<file path="src/rtl/yuvpk_pkg.sv">
package yuvpk_pkg;

  typedef enum logic [1:0] {
    PH_IDLE  = 2'd0,
    PH_DATA  = 2'd1,
    PH_PAD   = 2'd2,
    PH_DRAIN = 2'd3
  } phase_t;

  // bytes needed to bring one packed line to the next alignment boundary
  function automatic int unsigned fill_to_align(input int unsigned width_px,
                                                input int unsigned align);
    int unsigned rem;
    rem = (2 * width_px) % align;
    return (rem == 0) ? 0 : align - rem;
  endfunction

  // padding bytes actually written after the pixel words of a line
  function automatic int unsigned pad_written(input int unsigned width_px,
                                              input int unsigned pad_bytes,
                                              input int unsigned align);
    int unsigned fill;
    fill = fill_to_align(width_px, align);
    return (pad_bytes < fill) ? pad_bytes : fill;
  endfunction

  function automatic bit cfg_valid(input int unsigned w, input int unsigned h,
                                   input int unsigned pad,
                                   input int unsigned max_w,
                                   input int unsigned max_h);
    return (w != 0) && (w % 2 == 0) && (w <= max_w) &&
           (h != 0) && (h % 2 == 0) && (h <= max_h) &&
           (pad % 4 == 0);
  endfunction

endpackage

</file>
<file path="src/rtl/yuvpk_chroma_buf.sv">
module yuvpk_chroma_buf #(
  parameter int DEPTH = 32,
  localparam int AW = (DEPTH > 1) ? $clog2(DEPTH) : 1
) (
  input  logic          clk,
  input  logic          wr_en,
  input  logic [AW-1:0] wr_addr,
  input  logic [15:0]   wr_data,
  input  logic [AW-1:0] rd_addr,
  output logic [15:0]   rd_data
);

  logic [15:0] mem [DEPTH];

  always_ff @(posedge clk) begin
    if (wr_en) mem[wr_addr] <= wr_data;
  end

  assign rd_data = mem[rd_addr];

endmodule

</file>
<file path="src/rtl/yuvpk_seq.sv">
module yuvpk_seq
  import yuvpk_pkg::*;
#(
  parameter int CW      = 6,
  parameter int H_BITS  = 7,
  parameter int PW_BITS = 6
) (
  input  logic               clk,
  input  logic               rst_n,
  input  logic               go,
  input  logic               adv,
  input  logic               drain_ack,
  input  logic [CW-1:0]      half_w,
  input  logic [H_BITS-1:0]  height,
  input  logic [PW_BITS-1:0] pad_words,
  output phase_t             phase,
  output logic [CW-1:0]      col,
  output logic [H_BITS-1:0]  row,
  output logic               word_last,
  output logic               word_final,
  output logic               frame_done
);

  logic [PW_BITS-1:0] padcnt;
  logic data_end, has_pad, pad_end, last_row;

  assign data_end   = (col == half_w - CW'(1));
  assign has_pad    = (pad_words != '0);
  assign pad_end    = (padcnt == pad_words - PW_BITS'(1));
  assign last_row   = (row == height - H_BITS'(1));
  assign word_last  = ((phase == PH_DATA) && data_end && !has_pad) ||
                      ((phase == PH_PAD) && pad_end);
  assign word_final = word_last && last_row;

  always_ff @(posedge clk) begin
    if (!rst_n) begin
      phase      <= PH_IDLE;
      col        <= '0;
      row        <= '0;
      padcnt     <= '0;
      frame_done <= 1'b0;
    end else begin
      frame_done <= 1'b0;
      case (phase)
        PH_IDLE: begin
          if (go) begin
            phase  <= PH_DATA;
            col    <= '0;
            row    <= '0;
            padcnt <= '0;
          end
        end
        PH_DATA: begin
          if (adv) begin
            if (!data_end) begin
              col <= col + CW'(1);
            end else begin
              col <= '0;
              if (has_pad) begin
                phase  <= PH_PAD;
                padcnt <= '0;
              end else if (last_row) begin
                phase <= PH_DRAIN;
              end else begin
                row <= row + H_BITS'(1);
              end
            end
          end
        end
        PH_PAD: begin
          if (adv) begin
            padcnt <= padcnt + PW_BITS'(1);
            if (pad_end) begin
              if (last_row) begin
                phase <= PH_DRAIN;
              end else begin
                phase <= PH_DATA;
                row   <= row + H_BITS'(1);
              end
            end
          end
        end
        PH_DRAIN: begin
          if (drain_ack) begin
            phase      <= PH_IDLE;
            frame_done <= 1'b1;
          end
        end
        default: phase <= PH_IDLE;
      endcase
    end
  end

endmodule

</file>
<file path="src/rtl/yuvpk_pack.sv">
module yuvpk_pack #(
  parameter int PAD_BITS = 8
) (
  input  logic                clk,
  input  logic                rst_n,
  input  logic                load,
  input  logic                zero_word,
  input  logic [15:0]         y_pair,
  input  logic [7:0]          u_byte,
  input  logic [7:0]          v_byte,
  input  logic                last_in,
  input  logic [PAD_BITS-1:0] skip_in,
  input  logic                out_ready,
  output logic                out_valid,
  output logic [31:0]         out_data,
  output logic                out_last,
  output logic [PAD_BITS-1:0] out_skip,
  output logic                free
);

  logic [31:0] word_next;

  assign word_next = zero_word ? 32'd0 : {v_byte, y_pair[15:8], u_byte, y_pair[7:0]};
  assign free      = !out_valid || out_ready;

  always_ff @(posedge clk) begin
    if (!rst_n) begin
      out_valid <= 1'b0;
      out_data  <= '0;
      out_last  <= 1'b0;
      out_skip  <= '0;
    end else if (load) begin
      out_valid <= 1'b1;
      out_data  <= word_next;
      out_last  <= last_in;
      out_skip  <= skip_in;
    end else if (out_ready) begin
      out_valid <= 1'b0;
    end
  end

endmodule

</file>
<file path="src/rtl/yuv420_packer.sv">
module yuv420_packer
  import yuvpk_pkg::*;
#(
  parameter int          MAX_W    = 64,
  parameter int          MAX_H    = 64,
  parameter int          PAD_BITS = 8,
  parameter int unsigned ALIGN    = 32,
  localparam int W_BITS = $clog2(MAX_W + 1),
  localparam int H_BITS = $clog2(MAX_H + 1)
) (
  input  logic                clk,
  input  logic                rst_n,
  input  logic                start,
  input  logic [W_BITS-1:0]   cfg_width,
  input  logic [H_BITS-1:0]   cfg_height,
  input  logic [PAD_BITS-1:0] cfg_pad,
  input  logic                y_valid,
  output logic                y_ready,
  input  logic [15:0]         y_data,
  input  logic                u_valid,
  output logic                u_ready,
  input  logic [7:0]          u_data,
  input  logic                v_valid,
  output logic                v_ready,
  input  logic [7:0]          v_data,
  output logic                out_valid,
  input  logic                out_ready,
  output logic [31:0]         out_data,
  output logic                out_last,
  output logic [PAD_BITS-1:0] out_skip,
  output logic                frame_done,
  output logic                busy,
  output logic                cfg_err
);

  localparam int CW    = W_BITS - 1;
  localparam int DEPTH = MAX_W / 2;
  localparam int CA    = (DEPTH > 1) ? $clog2(DEPTH) : 1;
  localparam int PW    = PAD_BITS - 2;

  phase_t              phase;
  logic [CW-1:0]       col, lat_hw;
  logic [H_BITS-1:0]   row, lat_h;
  logic [PW-1:0]       lat_pww;
  logic [PAD_BITS-1:0] lat_skip, pw_calc;
  logic                cfg_ok, start_ok, go;
  logic                word_last, word_final, free;
  logic                row_odd, chroma_ok, fire_data, fire_pad, load, drain_ack;
  logic [15:0]         buf_rd;
  logic [7:0]          u_sel, v_sel;

  // configuration check and latch
  assign cfg_ok   = cfg_valid(32'(cfg_width), 32'(cfg_height), 32'(cfg_pad),
                              MAX_W, MAX_H);
  assign start_ok = start && (phase == PH_IDLE);
  assign go       = start_ok && cfg_ok;
  assign pw_calc  = PAD_BITS'(pad_written(32'(cfg_width), 32'(cfg_pad), ALIGN));

  always_ff @(posedge clk) begin
    if (!rst_n) begin
      cfg_err  <= 1'b0;
      lat_hw   <= '0;
      lat_h    <= '0;
      lat_pww  <= '0;
      lat_skip <= '0;
    end else if (start_ok) begin
      cfg_err <= !cfg_ok;
      if (cfg_ok) begin
        lat_hw   <= cfg_width[W_BITS-1:1];
        lat_h    <= cfg_height;
        lat_pww  <= pw_calc[PAD_BITS-1:2];
        lat_skip <= cfg_pad - pw_calc;
      end
    end
  end

  // named events for the checker
  assign row_odd   = row[0];
  assign chroma_ok = row_odd || (u_valid && v_valid);
  assign fire_data = (phase == PH_DATA) && free && y_valid && chroma_ok;
  assign fire_pad  = (phase == PH_PAD) && free;
  assign load      = fire_data || fire_pad;
  assign drain_ack = (phase == PH_DRAIN) && out_valid && out_ready;

  assign y_ready = fire_data;
  assign u_ready = fire_data && !row_odd;
  assign v_ready = fire_data && !row_odd;
  assign busy    = (phase != PH_IDLE);

  yuvpk_seq #(.CW(CW), .H_BITS(H_BITS), .PW_BITS(PW)) u_seq (
    .clk        (clk),
    .rst_n      (rst_n),
    .go         (go),
    .adv        (load),
    .drain_ack  (drain_ack),
    .half_w     (lat_hw),
    .height     (lat_h),
    .pad_words  (lat_pww),
    .phase      (phase),
    .col        (col),
    .row        (row),
    .word_last  (word_last),
    .word_final (word_final),
    .frame_done (frame_done)
  );

  yuvpk_chroma_buf #(.DEPTH(DEPTH)) u_cbuf (
    .clk     (clk),
    .wr_en   (u_ready),
    .wr_addr (col[CA-1:0]),
    .wr_data ({v_data, u_data}),
    .rd_addr (col[CA-1:0]),
    .rd_data (buf_rd)
  );

  assign u_sel = row_odd ? buf_rd[7:0]  : u_data;
  assign v_sel = row_odd ? buf_rd[15:8] : v_data;

  yuvpk_pack #(.PAD_BITS(PAD_BITS)) u_pack (
    .clk       (clk),
    .rst_n     (rst_n),
    .load      (load),
    .zero_word (fire_pad),
    .y_pair    (y_data),
    .u_byte    (u_sel),
    .v_byte    (v_sel),
    .last_in   (word_last),
    .skip_in   (word_last ? lat_skip : '0),
    .out_ready (out_ready),
    .out_valid (out_valid),
    .out_data  (out_data),
    .out_last  (out_last),
    .out_skip  (out_skip),
    .free      (free)
  );

endmodule

</file>
<file path="config.mk">
export PLATFORM = sky130hd
export DESIGN_NAME = yuv420_packer
export DESIGN_NICKNAME = d
export VERILOG_FILES = /design/src/rtl/yuvpk_pkg.sv /design/src/rtl/yuvpk_chroma_buf.sv /design/src/rtl/yuvpk_seq.sv /design/src/rtl/yuvpk_pack.sv /design/src/rtl/yuv420_packer.sv
export SDC_FILE = /design/constraint.sdc
export NUM_CORES = 1
export LEC_CHECK = 0
export BUFFER_PORTS_ARGS = -buffer_cell sky130_fd_sc_hd__buf_2
export CORE_ASPECT_RATIO = 0.75
export CORE_MARGIN = 8
export CORE_UTILIZATION = 45
export CTS_CLUSTER_DIAMETER = 120
export DETAILED_ROUTE_END_ITERATION = 8
export GPL_TIMING_DRIVEN = 0
export SYNTH_ARGS = -nofsm -noshare
export SYNTH_HDL_FRONTEND = slang
export SYNTH_SLANG_ARGS = --single-unit
</file>
<file path="constraint.sdc">
create_clock -name clk -period 8.2 [get_ports clk]
set_clock_uncertainty 0.15 [all_clocks]
set_input_delay 0 -clock clk [delete_from_list [all_inputs] [get_ports clk]]
set_output_delay 0 -clock clk [all_outputs]
set_load 0.1 [all_outputs]
</file>
Word-level counts from Yosys, hierarchy flattened
Memory sizes are Yosys's and may differ from the RTL's. A register that Yosys moved wholly into a read port is not among the register bits.
Cells that the tools add are included.
Storage, ports and cells
  logic and storage cells: 126
  output and inout bits: 48
  memory bits (writable): 512
  memories kept: 1
  bits of input ports: 61
  register bits after elaboration: 92
Cells by class
  magnitude comparators: 3
  $add $sub $neg: 8
  eq/ne operators: 15
  multiplexer cells: 40
  reductions and logical operators: 45
Memories
  u_cbuf.mem: words 32, width 16, rd ports 1, clocked after Yosys merged registers in 1, write ports 1, line yuvpk_chroma_buf.sv:13  | logic [15:0] mem [DEPTH];
Operator list (number)
  logical NOT 32 bit: 4
  2-to-1 mux 32 bit: 2
  2-to-1 mux 7 bit: 7
  2-to-1 mux 6 bit: 7
  less-than comparator 8 x 32 -> 1 bit: 1
  2-to-1 mux 8 bit: 4
  one-hot mux 7 bit (3 select lines): 1
  logical AND 1 bit: 19
  2-to-1 mux 2 bit: 9
  one-hot mux 6 bit (3 select lines): 1
  less-or-equal comparator 7 bit, second input constant: 2
  AND reduction 7 bit: 2
  nonzero test 7 bit: 2
  adder 6 x 1 -> 6 bit, second input constant: 2
  == test 6 bit: 2
  one-hot mux 6 bit (2 select lines): 1
  subtractor 6 x 1 -> 6 bit, second input constant: 2
  2-to-1 mux 5 bit: 2
  inequality test 2 bit, second input constant: 5
  one-hot mux 2 bit (4 select lines): 1
  subtractor 8 bit: 1
  adder 7 x 1 -> 7 bit, second input constant: 1
  == test 7 bit: 1
  subtractor 6 x 5 -> 7 bit, first input constant: 1
  15 further kinds: 31

Depth between registers and ports, before layout
  depth in word-level cells: 12
  mapped depth: 17
  mapped depth without buffers: 17

Modules after synthesis
From an unflattened synthesis, not the netlist that was laid out.
Second synthesis, totals
  cell total of the unflattened synthesis: 1710
  area total of the unflattened synthesis: 25390.6 µm²
By module, submodules not included
  yuvpk_chroma_buf: times used 1, cells each 1127, seq. area each 15374.7 µm², area an instance 20214.4 µm²
  yuv420_packer: times used 1, cells each 194, seq. area each 560.5 µm², area an instance 1786.7 µm²
  yuvpk_seq: times used 1, cells each 214, seq. area each 440.4 µm², area an instance 1717.9 µm²
  yuvpk_pack: times used 1, cells each 175, seq. area each 840.8 µm², area an instance 1671.6 µm²

Worst setup path before layout
OpenSTA, ideal clock, no wires.
  path type: register to register
  start: register u_pack.out_valid
  end: memory u_cbuf.mem[11][0] (enable)
  library setup time: 388 ps
  required time: 7662 ps
  setup slack: 3736 ps
  buffers on the path: 1
  arrival: 3926 ps
  cell stages (with the launch flop): 7
  clock period less this slack: 4464 ps
  path through: dfxtp_1 -> nand2b_1 -> clkbuf_1 -> nand2_1 -> nor2_1 -> nand2_1 -> nor2_1
Between the ends
  longest elaborated chain between the ends: 8
Ends and longest elaborated chain
  start: declaration: line yuvpk_pack.sv:14  | output logic out_valid,
  start signal: assignment: line yuvpk_pack.sv:28  | out_valid <= 1'b0;
  start signal: assignment: line yuvpk_pack.sv:33  | out_valid <= 1'b1;
  start signal: assignment: line yuvpk_pack.sv:38  | out_valid <= 1'b0;
  logical NOT 1 bit: line yuvpk_pack.sv:24  | assign free = !out_valid || out_ready;
  logical OR 1 bit: line yuvpk_pack.sv:24
  logical AND 1 bit (3 in series): line yuv420_packer.sv:80  | assign fire_data = (phase == PH_DATA) && free && y_valid && chroma_ok;
  logical AND 1 bit: line yuv420_packer.sv:86  | assign u_ready = fire_data && !row_odd;
  via u_ready: line yuv420_packer.sv:21  | output logic u_ready,
  2-to-1 mux 1 bit: line yuvpk_chroma_buf.sv:16  | if (wr_en) mem[wr_addr] <= wr_data;
  2-to-1 mux 1 bit (not written as such): line yuvpk_chroma_buf.sv:16
  end: declaration: line yuvpk_chroma_buf.sv:13
The timed path passes the listed nets, and every way through them passes these cells.

Worst setup path in the final report
  start: input cfg_width[1]
  end: register lat_skip[7]
Between the ends
  longest elaborated chain between the ends: 8
  elaborated cells between the ends (all ways): 15
  those cells by class: 2 x add/sub; 2 x order compare; 2 x mux; 9 x reduce/logical
Ends and longest elaborated chain
  start: declaration: line yuv420_packer.sv:14  | input logic [W_BITS-1:0] cfg_width,
  parallel branches: the longest is 8 deep, another holds less-than comparator 8 x 32 -> 1 bit
  end signal: assignment: line yuv420_packer.sv:72  | lat_skip <= cfg_pad - pw_calc;
  end: declaration: line yuv420_packer.sv:45  | logic [PAD_BITS-1:0] lat_skip, pw_calc;
Several ways; the timed one is not identified.
A chain may end at the register's enable or synchronous reset.

==> summary.txt <==
STA
  • Post-route worst setup slack: 3.76 ns
  • Worst max-slew margin expressed relative to the limit: 32.1%
  • Final-report max-slew violation count: 0
  • Total count of hold-check failures in the final report: 0
  • Max Clk Rate: 0.225 GHz
  • Final setup TNS: 0 ns
  • Setup violations, final: 0
  • Measured slew at the worst slew-check pin: 1.02 ns
  • Setup repair after global routing missed its margin: no
  • Period utilisation layout: 54.1%
  • Post-Route Hold Slack: 0.0436 ns
  • Final Critical Period: 4.44 ns

Critical path
  • Worst-path maximum fanout: 6
  • Data required time of the worst path: 8.55 ns
  • Crit Path Class: input port to flop
  • Crit path arrival time: 4.79 ns
  • Worst reg2reg setup slack: 4.32 ns
  • Cells along the critical path: dlygate4sd3_1 -> buf_2 -> inv_1 -> ha_1 -> a21oi_1 -> o31ai_1 -> ha_1 -> or4_1 -> a21oi_1 -> nor2_1 -> a21oi_1 -> ha_1 -> o21a_1 -> o21a_1 -> o21a_1 -> nor2_1 -> nor3b_1 -> xnor2_1 -> dlygate4sd3_1 -> a211oi_1
  • R2r worst-path depth: 7
  • Element type at the critical path end: flop
  • Slowest stage delay, CP: 0.56 ns
  • Critical path startpoint category: input port
  • Reg2reg start: u_seq.phase[0]
  • Capturing point of the worst reg2reg path: u_cbuf.mem[8][13]
  • Worst path slowest cell: dlygate4sd3_1

Placement
  • Pre-CTS setup slack: 4.27 ns
  • Detailed Place HPWL: 40,600 um
  • Placed cell count: 2,249
  • Count of input and output buffers: 108
  • RD Place Congestion: 0.872

CTS
  • Number of sinks on the clock net: 609
  • CTS tree: done
  • CTS Root Cell: clkbuf_16
  • Max H-tree Level: 2
  • Clock latency on the worst-skew pair: 0.63 ns
  • Resized Gates After CTS: 0
  • Number of buffers created by CTS: 57
  • Clock transition at path regs: 0.06 ns
  • Count of hold buffers inserted by post-cts repair: 97
  • Maximum count of clock buffers along a single path: 3
  • Post CTS Setup Buffer Count: 0

Routing
  • Met1 routed wirelength after detailed routing: 29,000 um
  • Violation count after the first detailed-routing iteration: 1,506
  • Remaining antenna violation count after routing: 0
  • Detailed route wirelength on metal3: 5250 um
  • Remaining design rule violation count: 0
  • Length of routed met2 wiring: 26,300 um
  • Total detailed-routing wirelength: 61,800 um
  • Number of vias after detailed routing: 14,000
  • Routed wire per std cell: 25.2 um
  • DR pass1 iterations: 5
  • Vias per Instance: 5.70
  • Highest routed layer: met4

Die
  • Num rows: 74
  • Core footprint: 54,100 um^2
  • Initial core utilization: 45.2%
  • Overall die area: 62,100 um^2
  • Horizontal extent of the die: 285 um
  • Chip Height: 218 um
  • IO Pins: 109

Min path
  • End of the worst hold path: u_seq.frame_done
  • Launch point of the worst hold path: out_ready
  • Type of the tightest min-delay check: input port to flop
  • Depth of the worst hold-timing path: 4

Synth
  • Share of Yosys cell area claimed by the top area cell type: 62.9%
  • Post-synthesis net count: 1,474
  • Sequential fraction of the synthesis area: 70.8%
  • Synthesized area: 24,400 um^2
  • Number of warning messages in the yosys log: 0
  • Most common flop cell mapped by yosys: edfxtp_1
  • FFs w/ async S/R, synth: 0%
  • Number of different library cells in the post-synthesis netlist: 59
  • Cell taking the most area after synthesis: edfxtp_1
  • Most instantiated cells after synthesis: edfxtp_1, mux4_2, nand2_1
  • Number of flops mapped to enable cells by yosys: 512
  • Average footprint of a synthesized cell: 17.6 um^2
  • Flops & latches, synth: 609
  • Leading cell type by number of instances after synthesis: edfxtp_1
  • Cell count after synthesis: 1,390
  • Largest cells by area after synthesis: edfxtp_1, mux4_2, dfxtp_1

Cells and area
  • Area overhead of the layout relative to synthesis: 20.1%
  • Antenna diode count: 0
  • Non-filler instance count after layout: 2,454
  • Number of nets in the layout: 1,767
  • Fraction of final layout cells sized beyond drive strength 1: 25.9%

Global route
  • Total global-route track usage: 19.7%
  • Number of global-route vias before repair: 13,800
  • GRT overflow: 0
  • Wire length of the first global-routing pass: 91,800 um
  • Initial antenna violation count: 1
  • Maximum number of pins on one net before global-route repair: 34

Power
  • Peak supply drop: 0.189 mV
  • Static Leak: 9.53 nW
  • Pwr per Cell Area: 242 nW/um^2

Run status
  • Status: completed

Run
  • Reported max-cap violation count: 0
where the power goes:
part	leakage, nW	internal, W	switching, W
Combinational	3.20	0.000393	0.000513
Sequential	5.38	0.00336	0.0000134
Clock	0.956	0.00163	0.00118
layout make-up:
class	instances	area, um^2
flip-flops and latches	609	17300
repair buffers	234	1930
clock buffers	65	1460
inverters	25	93.8
fillers	4285	24700
plain buffers	73	318
clock inverters	43	534
multi-input cells	683	6800
well taps	722	903
registers in the layout, summed over array words and instances, names as in the netlist, 7 cells and up, named ones only:
signal / cells
u_seq.row: 7
u_cbuf.mem: 512
lat_skip: 8
u_pack.out_data: 32
u_pack.out_skip: 8
lat_h: 7
layer usage:
metal,GRT usage [%],vias to the layer above
met5,0,-
met4,4.54,0
met3,4.24,79
met2,28.0,571
met1,30.8,7242
li1,-,6107
cells in the final DEF (no fill, tap or decap), types with 7 or more instances in the layout:
| master | instances |
|---|---|
| a211oi_1 | 8 |
| a21oi_1 | 47 |
| a22o_1 | 8 |
| a31oi_1 | 7 |
| and3_1 | 11 |
| buf_2 | 128 |
| buf_8 | 25 |
| bufinv_16 | 11 |
| clkbuf_1 | 53 |
| clkbuf_16 | 57 |
| clkinv_1 | 13 |
| clkinv_2 | 11 |
| dfxtp_1 | 97 |
| dlygate4sd3_1 | 97 |
| edfxtp_1 | 512 |
| ha_1 | 22 |
| inv_1 | 24 |
| mux2i_1 | 21 |
| mux4_2 | 160 |
| nand2_1 | 133 |
| nand2b_1 | 9 |
| nand3_1 | 15 |
| nand4_1 | 7 |
| nor2_1 | 36 |
| nor2_2 | 32 |
| nor3_1 | 17 |
| o21a_1 | 7 |
| o21ai_0 | 38 |
| xnor2_1 | 24 |
| xor2_1 | 10 |
stage by stage:
stage	utilization, %	cell area, um^2	total power, W
3_3_place_gp	47.9	25900	0.00430
4_1_cts	54.3	29300	0.00715
6_report	54.3	29300	0.00709
5_1_grt	54.3	29300	0.00732
2_1_floorplan	-	24400	0.00402
3_5_place_dp	48.8	26400	0.00431
critical path, delay by kind of cell:
| family | cells | cell delay [ns] |
|---|---|---|
| and+or+nand+nor | 4 | 0.99 |
| adders and majority gates | 3 | 0.69 |
| AOI/OAI and AO/OA | 8 | 1.74 |
| buffers and inverters | 4 | 1.28 |
| xor gates and xnor gates | 1 | 0.10 |
logic make-up (layout without fill, tap and decap cells):
logic type	Yosys count	count (layout)	share of synthesized area, %
and+or+nand+nor	293	293	5.42
DFF	609	609	70.8
xor gates and xnor gates	34	34	1.22
muxes	181	181	15.6
adders and majority gates	23	23	1.21
buffers and inverters	98	440	1.68
other	1	1	0.0153
AOI/OAI and AO/OA	151	151	4.01
worst max path at each step:
stage | startpoint | end | slack, ns | cells past startpoint
finish | cfg_width[1] | lat_skip[7] | 3.76 | 20
global route | cfg_width[1] | lat_skip[7] | 3.39 | 20
CTS | cfg_width[1] | lat_skip[7] | 3.91 | 20
detailed placement | u_seq.phase[0] | u_cbuf.mem[8][5] | 4.27 | 7
global placement | u_seq.phase[0] | u_cbuf.mem[23][7] | 3.79 | 7
floorplan | u_pack.out_valid | u_cbuf.mem[11][0] | 3.74 | 6
(Power assumes the default switching activity.)
